[config.mk]
export PLATFORM = sky130hd
export DESIGN_NAME = mash21Recombine
export DESIGN_NICKNAME = d
export VERILOG_FILES = /design/src/rtl/mash21_pkg.sv /design/src/rtl/mash21Ctrl.sv /design/src/rtl/mash21Datapath.sv /design/src/rtl/mash21Recombine.sv
export SDC_FILE = /design/constraint.sdc
export NUM_CORES = 1
export LEC_CHECK = 0
export ABC_AREA = 1
export CAP_MARGIN = 30
export CORE_AREA = 2 2 39 41
export DETAILED_ROUTE_END_ITERATION = 16
export DIE_AREA = 0 0 41 43
export DONT_BUFFER_PORTS = 1
export GPL_ROUTABILITY_DRIVEN = 0
export MAX_ROUTING_LAYER = met4
export SLEW_MARGIN = 20
export SYNTH_ARGS = -nofsm -noshare
export SYNTH_HDL_FRONTEND = slang
export SYNTH_SLANG_ARGS = --single-unit
export TNS_END_PERCENT = 20
[constraint.sdc]
create_clock -name clk -period 3.1 [get_ports clk]
set_input_delay 0.62 -clock clk [delete_from_list [all_inputs] [get_ports clk]]
set_output_delay 0.62 -clock clk [all_outputs]
set_load 0.005 [all_outputs]
[src/rtl/mash21_pkg.sv]
`timescale 1ns/1ps
package mash21_pkg;
  // Strobes passed from the control to the datapath.
  typedef struct packed {
    logic shiftEn; // accept the current sample into history
    logic emit;    // this sample's result is fully filled
  } recombStrobe_t;
endpackage

[src/rtl/mash21Ctrl.sv]
`timescale 1ns/1ps
module mash21Ctrl #(
  parameter int DIFF_ORDER = 2
) (
  input  logic clk,
  input  logic rst,
  input  logic inValid,
  output mash21_pkg::recombStrobe_t strobes
);
  // Samples needed before every history tap holds real data.
  localparam int FILL_LEN = DIFF_ORDER + 1;
  localparam int CNT_W    = $clog2(FILL_LEN + 1);
  localparam logic [CNT_W-1:0] FULL_CNT = CNT_W'(FILL_LEN - 1);

  logic [CNT_W-1:0] fillCnt;

  always_ff @(posedge clk) begin
    if (rst) begin
      fillCnt <= '0;
    end else if (inValid && (fillCnt != FULL_CNT)) begin
      fillCnt <= fillCnt + 1'b1;
    end
  end

  always_comb begin
    strobes.shiftEn = inValid;
    strobes.emit    = inValid && (fillCnt == FULL_CNT);
  end


  fill_gate_chk: assert property (@(posedge clk) disable iff (rst)
    (fillCnt != FULL_CNT) |=> (fillCnt <= FULL_CNT));
endmodule

[src/rtl/mash21Datapath.sv]
`timescale 1ns/1ps
module mash21Datapath #(
  parameter int DIFF_ORDER = 2,
  parameter int OUT_W      = 4
) (
  input  logic clk,
  input  logic rst,
  input  mash21_pkg::recombStrobe_t strobes,
  input  logic stage1Bit,
  input  logic stage2Bit,
  output logic outValid,
  output logic signed [OUT_W-1:0] outWord
);
  localparam int TAPS    = DIFF_ORDER + 1;
  localparam int MAX_MAG = 1 + (1 << DIFF_ORDER);

  function automatic int binom(input int n, input int k);
    int r;
    r = 1;
    for (int i = 0; i < k; i++) r = (r * (n - i)) / (i + 1);
    return r;
  endfunction

  // History: bit 0 means -1, so a cleared register holds the code for -1.
  logic                  y1Prev;
  logic [DIFF_ORDER-1:0] y2Prev;
  logic [TAPS-1:0]       y2Tap;
  int                    accInt;
  logic signed [OUT_W-1:0] nextWord;

  always_ff @(posedge clk) begin
    if (rst) y1Prev <= 1'b0;
    else if (strobes.shiftEn) y1Prev <= stage1Bit;
  end

  genvar g;
  generate
    for (g = 0; g < DIFF_ORDER; g++) begin : gHist
      if (g == 0) begin : gHead
        always_ff @(posedge clk) begin
          if (rst) y2Prev[0] <= 1'b0;
          else if (strobes.shiftEn) y2Prev[0] <= stage2Bit;
        end
      end else begin : gTail
        always_ff @(posedge clk) begin
          if (rst) y2Prev[g] <= 1'b0;
          else if (strobes.shiftEn) y2Prev[g] <= y2Prev[g-1];
        end
      end
    end
  endgenerate

  assign y2Tap = {y2Prev, stage2Bit};

  // Front path: one-sample delay; back path: (1 - z^-1)^DIFF_ORDER.
  always_comb begin
    int coef;
    accInt = y1Prev ? 1 : -1;
    for (int k = 0; k < TAPS; k++) begin
      coef = binom(DIFF_ORDER, k);
      if ((k % 2) == 1) coef = -coef;
      if (y2Tap[k]) accInt = accInt + coef;
      else          accInt = accInt - coef;
    end
    nextWord = accInt[OUT_W-1:0];
  end

  always_ff @(posedge clk) begin
    if (rst) begin
      outWord  <= '0;
      outValid <= 1'b0;
    end else begin
      outValid <= strobes.emit;
      if (strobes.shiftEn) outWord <= nextWord;
    end
  end


  no_overflow_chk: assert property (@(posedge clk) disable iff (rst)
    strobes.shiftEn |-> (accInt <= MAX_MAG && accInt >= -MAX_MAG));


  hold_idle_chk: assert property (@(posedge clk) disable iff (rst)
    !strobes.shiftEn |=> ($stable(outWord) && $stable(y1Prev) && $stable(y2Prev)));


  valid_latency_chk: assert property (@(posedge clk) disable iff (rst)
    outValid |-> $past(strobes.shiftEn));
endmodule

[src/rtl/mash21Recombine.sv]
`timescale 1ns/1ps
module mash21Recombine #(
  parameter int DIFF_ORDER = 2,
  parameter int OUT_W      = 4
) (
  input  logic clk,
  input  logic rst,
  input  logic inValid,
  input  logic stage1Bit,
  input  logic stage2Bit,
  output logic outValid,
  output logic signed [OUT_W-1:0] outWord
);
  mash21_pkg::recombStrobe_t strobes;

  mash21Ctrl #(.DIFF_ORDER(DIFF_ORDER)) uCtrl (
    .clk     (clk),
    .rst     (rst),
    .inValid (inValid),
    .strobes (strobes)
  );

  mash21Datapath #(.DIFF_ORDER(DIFF_ORDER), .OUT_W(OUT_W)) uData (
    .clk       (clk),
    .rst       (rst),
    .strobes   (strobes),
    .stage1Bit (stage1Bit),
    .stage2Bit (stage2Bit),
    .outValid  (outValid),
    .outWord   (outWord)
  );


  odd_word_chk: assert property (@(posedge clk) disable iff (rst)
    outValid |-> outWord[0]);
endmodule

=== Word-level counts from Yosys, hierarchy flattened ===
Cells that the tools add are included.

* Register bits after elaboration: 10
* Output and inout port bits: 5
* Word-level logic and storage cells: 21

* Add/subtract/negate cells: 7
* Eq/ne operators: 2
* Muxes and demuxes: 4
* Reductions and logical operators: 2

{| class="wikitable"
|+ Operators with widths
! operator !! number
|-
| 4-bit 2-to-1 mux || 4
|-
| 4-bit by 2-bit adder with 4-bit output, second input constant || 3
|-
| 4-bit by 2-bit subtractor with 4-bit output, second input constant || 3
|-
| 2-bit by 1-bit adder with 2-bit output, second input constant || 1
|-
| 2-bit equality test, second input constant || 1
|-
| 1-bit logical AND || 2
|-
| 2-bit != test, second input constant || 1
|}

=== Logic depth before layout (Yosys ltp) ===
* Depth in word-level cells: 7
* Mapped depth: 11
* Gate-level depth less buffers: 11

=== Modules after synthesis ===
From an unflattened synthesis, not the netlist that was laid out.

* Cells, all modules: 77
* Area, all modules: 563.0 µm²

{| class="wikitable"
|+ By module, submodules not included
! module !! instances !! cells each !! area an instance (µm²) !! seq. area each (µm²)
|-
| mash21Datapath || 1 || 60 || 449.2 || 160.2
|-
| mash21Ctrl || 1 || 17 || 113.9 || 40.0
|}

=== Worst setup path after synthesis ===
No wires, ideal clock.

* Path kind: input to register
* Start: input port stage2Bit
* End: register uData.outWord[3]
* Setup time: 0.118 ns
* Data arrival time: 1.985 ns
* Data required time: 2.982 ns
* Slack: 0.996 ns
* Stages on the path: 11
* Path buffers: 0
* Cell sequence: inv_1 -> ha_1 -> inv_1 -> nand2_1 -> nand2_2 -> xor2_1 -> fa_1 -> xnor2_1 -> nand3_2 -> nand2_1 -> a21oi_2

* Longest elaborated chain between the ends: 5
* Elaborated cells on any way between the ends: 7

{| class="wikitable"
|+ RTL lines
! item !! line !! text
|-
| from (decl) || mash21Recombine.sv:10 || <nowiki>input logic stage2Bit,</nowiki>
|-
| 4-bit 2-to-1 mux * || mash21Datapath.sv:62 || <nowiki>if (y2Tap[k]) accInt = accInt + coef;</nowiki>
|-
| 4-bit by 2-bit subtractor with 4-bit output or 4-bit by 2-bit adder with 4-bit output (tied branches) || mash21Datapath.sv:63, mash21Datapath.sv:62 ||
|-
| 4-bit 2-to-1 mux * || mash21Datapath.sv:62 ||
|-
| 4-bit by 2-bit subtractor with 4-bit output or 4-bit by 2-bit adder with 4-bit output (tied branches) || mash21Datapath.sv:63, mash21Datapath.sv:62 ||
|-
| 4-bit 2-to-1 mux * || mash21Datapath.sv:62 ||
|-
| to (signal assigned) || mash21Datapath.sv:74 || <nowiki>if (strobes.shiftEn) outWord <= nextWord;</nowiki>
|-
| to (decl) || mash21Datapath.sv:12 || <nowiki>output logic signed [OUT_W-1:0] outWord</nowiki>
|}

Every way passes the cells marked *; elsewhere a longest branch is shown, timed or not.
A chain may end at the register's enable or synchronous reset.

=== Final worst setup path ===
Same ends and word-level chain as after synthesis.

==> results.md <==
- Post-Route WL: 884 um
- Most common library cells after synthesis: nand2_1 (17), dfxtp_1 (10), inv_1 (8), nor2_1 (8), a211oi_1 (5)
- FP Rows: 14
- Hold_sp: rst
- First-pass GRT wire length: about 1500 um
- Initial antenna violation count: 0
- Slowest stage cell on the critical path: fa_1
- CP delay by family, top: adder cells
- Worst VDD drop: approximately 0.22 mV
- Slew HR: 0.851
- Hold buffers post-CTS: 0
- # fillers: 147
- Synth top area cells: dfxtp_1 (37%), nand2_1 (12%), ha_1 (9.2%)
- Type of origin of the critical path: input pin
- H-tree Lvls: 1
- TNS Setup: 0 ps
- Starting Density: 0.393
- CP cell instances: inv_1 -> ha_1 -> inv_1 -> nand2_1 -> nand2_2 -> xor2_1 -> fa_1 -> xnor2_1 -> nand3_2 -> nand2_1 -> a21oi_2
- Total number of vias: approximately 420
- Number of global-route vias before repair: 362
- Synth warnings: 0
- Synth cell types: 21
- Comb power frac: 0.206
- Core box area: 1380 um^2
- Register area share after synthesis: 0.368
- Worst setup EP type: flop
- IO Pins: 10
- Area share of the largest cell type after synthesis: 0.368
- Post-CTS Setup Repair Bufs: 0
- Slew Viols, Final: 0
- Seq pwr share: 0.447
- Design internal power: between 0.2 and 0.25 mW
- Global Route Usage Sum: 0.142
- Worst r2r src: uData.y1Prev
- DP Wirelength: between 600 and 700 um
- CTS Sinks: 10
- CTS tree: done
- Critical path type: in -> reg
- Mapped Cells: 70
- WP data required: between 3000 and 4000 ps
- RSZ-0062 raised after global routing: no
- Synthesized flop and latch total: 10
- I/O Buffers: 0
- Fin crit period: 1920 ps
- Avg Cell Area, Syn: slightly below 8 um^2
- Clock Path Buffers: 2
- Area leader, netlist: dfxtp_1
- Clock Skew: 4.00 ps
- Fin nets: 83
- First drt pass iteration count: 4
- Pwr Total: 0.332 mW
- Max-cap viol count: 0
- Inserted Diodes: 0
- Share of cells above drive strength 1: 0.153
- Later-pin clock latency in the skew report: 260 ps
- Largest net degree at the start of global routing: 13
- Fin crit share: 0.618
- Outcome: finished clean
- Net Sw Frac: 0.270
- Mapped Nets: 80
- CTS buffer count: 3
- Leading cell type by number of instances after synthesis: nand2_1
- Clock power frac: 0.347
- Slew at the pin closest to its max-slew limit: ~220 ps
- Ys async rst share: 0
- Pleak: approximately 0.27 nW
- DR DRC count: 0
- Arrival time worst endpoint: 2070 ps
- ANT nets after route: 0
- Crit Path Max Fanout: 3
- Gr ovfl total: 0
- Final setup viols: 0
- DR WL/cell: 10.0 um
- CP Buf/Inv Count: 2
- Fmax: 0.522 GHz
- PD cells: 561 nW/um^2
- Violation count after the first detailed-route iteration: 7
- Slowest stage delay, CP: 450 ps
- Die area: 1760 um^2
- Chip height: 43 um
- Vias per inst: just under 5
- Area growth, synth to finish: 8.74%
- Final Hold Vio Count: 0
- Mapped Area: between 500 and 600 um^2
- Clock-pin slew on the worst setup and hold paths: approximately 60 ps
- CTS-repair resized insts: 0
- Synth Flop Type: dfxtp_1
- Post-synth EDFFs: 0
- Die Wd: 41 um
- Worst hold path type: in -> reg
- Crit. Startpoint: stage2Bit
- Root Buffer Master: clkbuf_4
- NetSw: 0.0898 mW
-- power groups by stage --
| stage | clock, mW | combinational, mW | sequential (mW) |
|---|---|---|---|
| 2_1_floorplan | 0 | 0.0629 | 0.150 |
| 3_3_place_gp | 0 | 0.0663 | 0.151 |
| 3_5_place_dp | 0 | 0.0693 | 0.152 |
| 4_1_cts | 0.122 | 0.0695 | 0.149 |
| 5_1_grt | 0.129 | 0.0789 | 0.150 |
| 6_report | 0.115 | 0.0684 | 0.148 |
-- cells in the final DEF (no fill, tap or decap), drive strengths merged --
cell type	instances
o21bai	1
a21oi	3
xor2	2
ha	4
nor2	9
dfxtp	10
a211oi	5
nand2	19
nand3	2
o21ai	2
inv	9
fa	1
xnor2	1
clkbuf	4
-- logic make-up (layout without fill, tap and decap cells) --
kind of cell	Yosys count	count (layout)	synth area share
buffers and inverters	11	13	0.0781
DFF	10	10	0.368
xor gates and xnor gates	3	3	0.0483
AOI/OAI and AO/OA	11	11	0.143
adders and majority gates	5	5	0.129
and+or+nand+nor	30	30	0.234
-- sequential cells by signal, indices dropped and copies added (netlist names) --
signal and cells:
uCtrl.fillCnt 2, uData.y1Prev 1, uData.y2Prev 2, uData.outWord 4, uData.outValid 1
-- worst paths after layout --
path	endpoint	slack (ps)	cells after the start
setup reg to reg	uData.outWord[3]	1200	9
hold / removal	uCtrl.fillCnt[0]	420	1
setup / recovery	uData.outWord[3]	1180	11
hold reg to reg	uCtrl.fillCnt[0]	470	2
-- layout make-up --
cell class	count	area, um^2	area share
clock buffers	4	36.3	0.0613
flip-flops and latches	10	200	0.338
inverters	9	33.8	0.0571
well taps	16	20.0	0.0338
multi-input cells	49	302	0.510
-- layer usage --
metal,up-vias,global-route usage,wire length (um)
li1,223,-,-
met1,185,0.150,373
met2,10,0.181,422
met3,5,0.0942,64
met4,0,0.100,23
met5,-,-,0
-- stage by stage --
step / std cells / hold slack [ps] / setup slack [ps] / area, um^2 / utilization
final: 88 / 417 / 1180 / 592 / 0.428
after detailed placement: 84 / 462 / 884 / 556 / 0.401
after floorplan: 70 / 450 / 996 / 544 / -
after global routing: 88 / 392 / 1050 / 592 / 0.428
after global placement: 84 / 454 / 935 / 556 / 0.401
after CTS: 88 / 403 / 1180 / 592 / 0.428
Note: power is estimated with default switching activity, not from simulation.
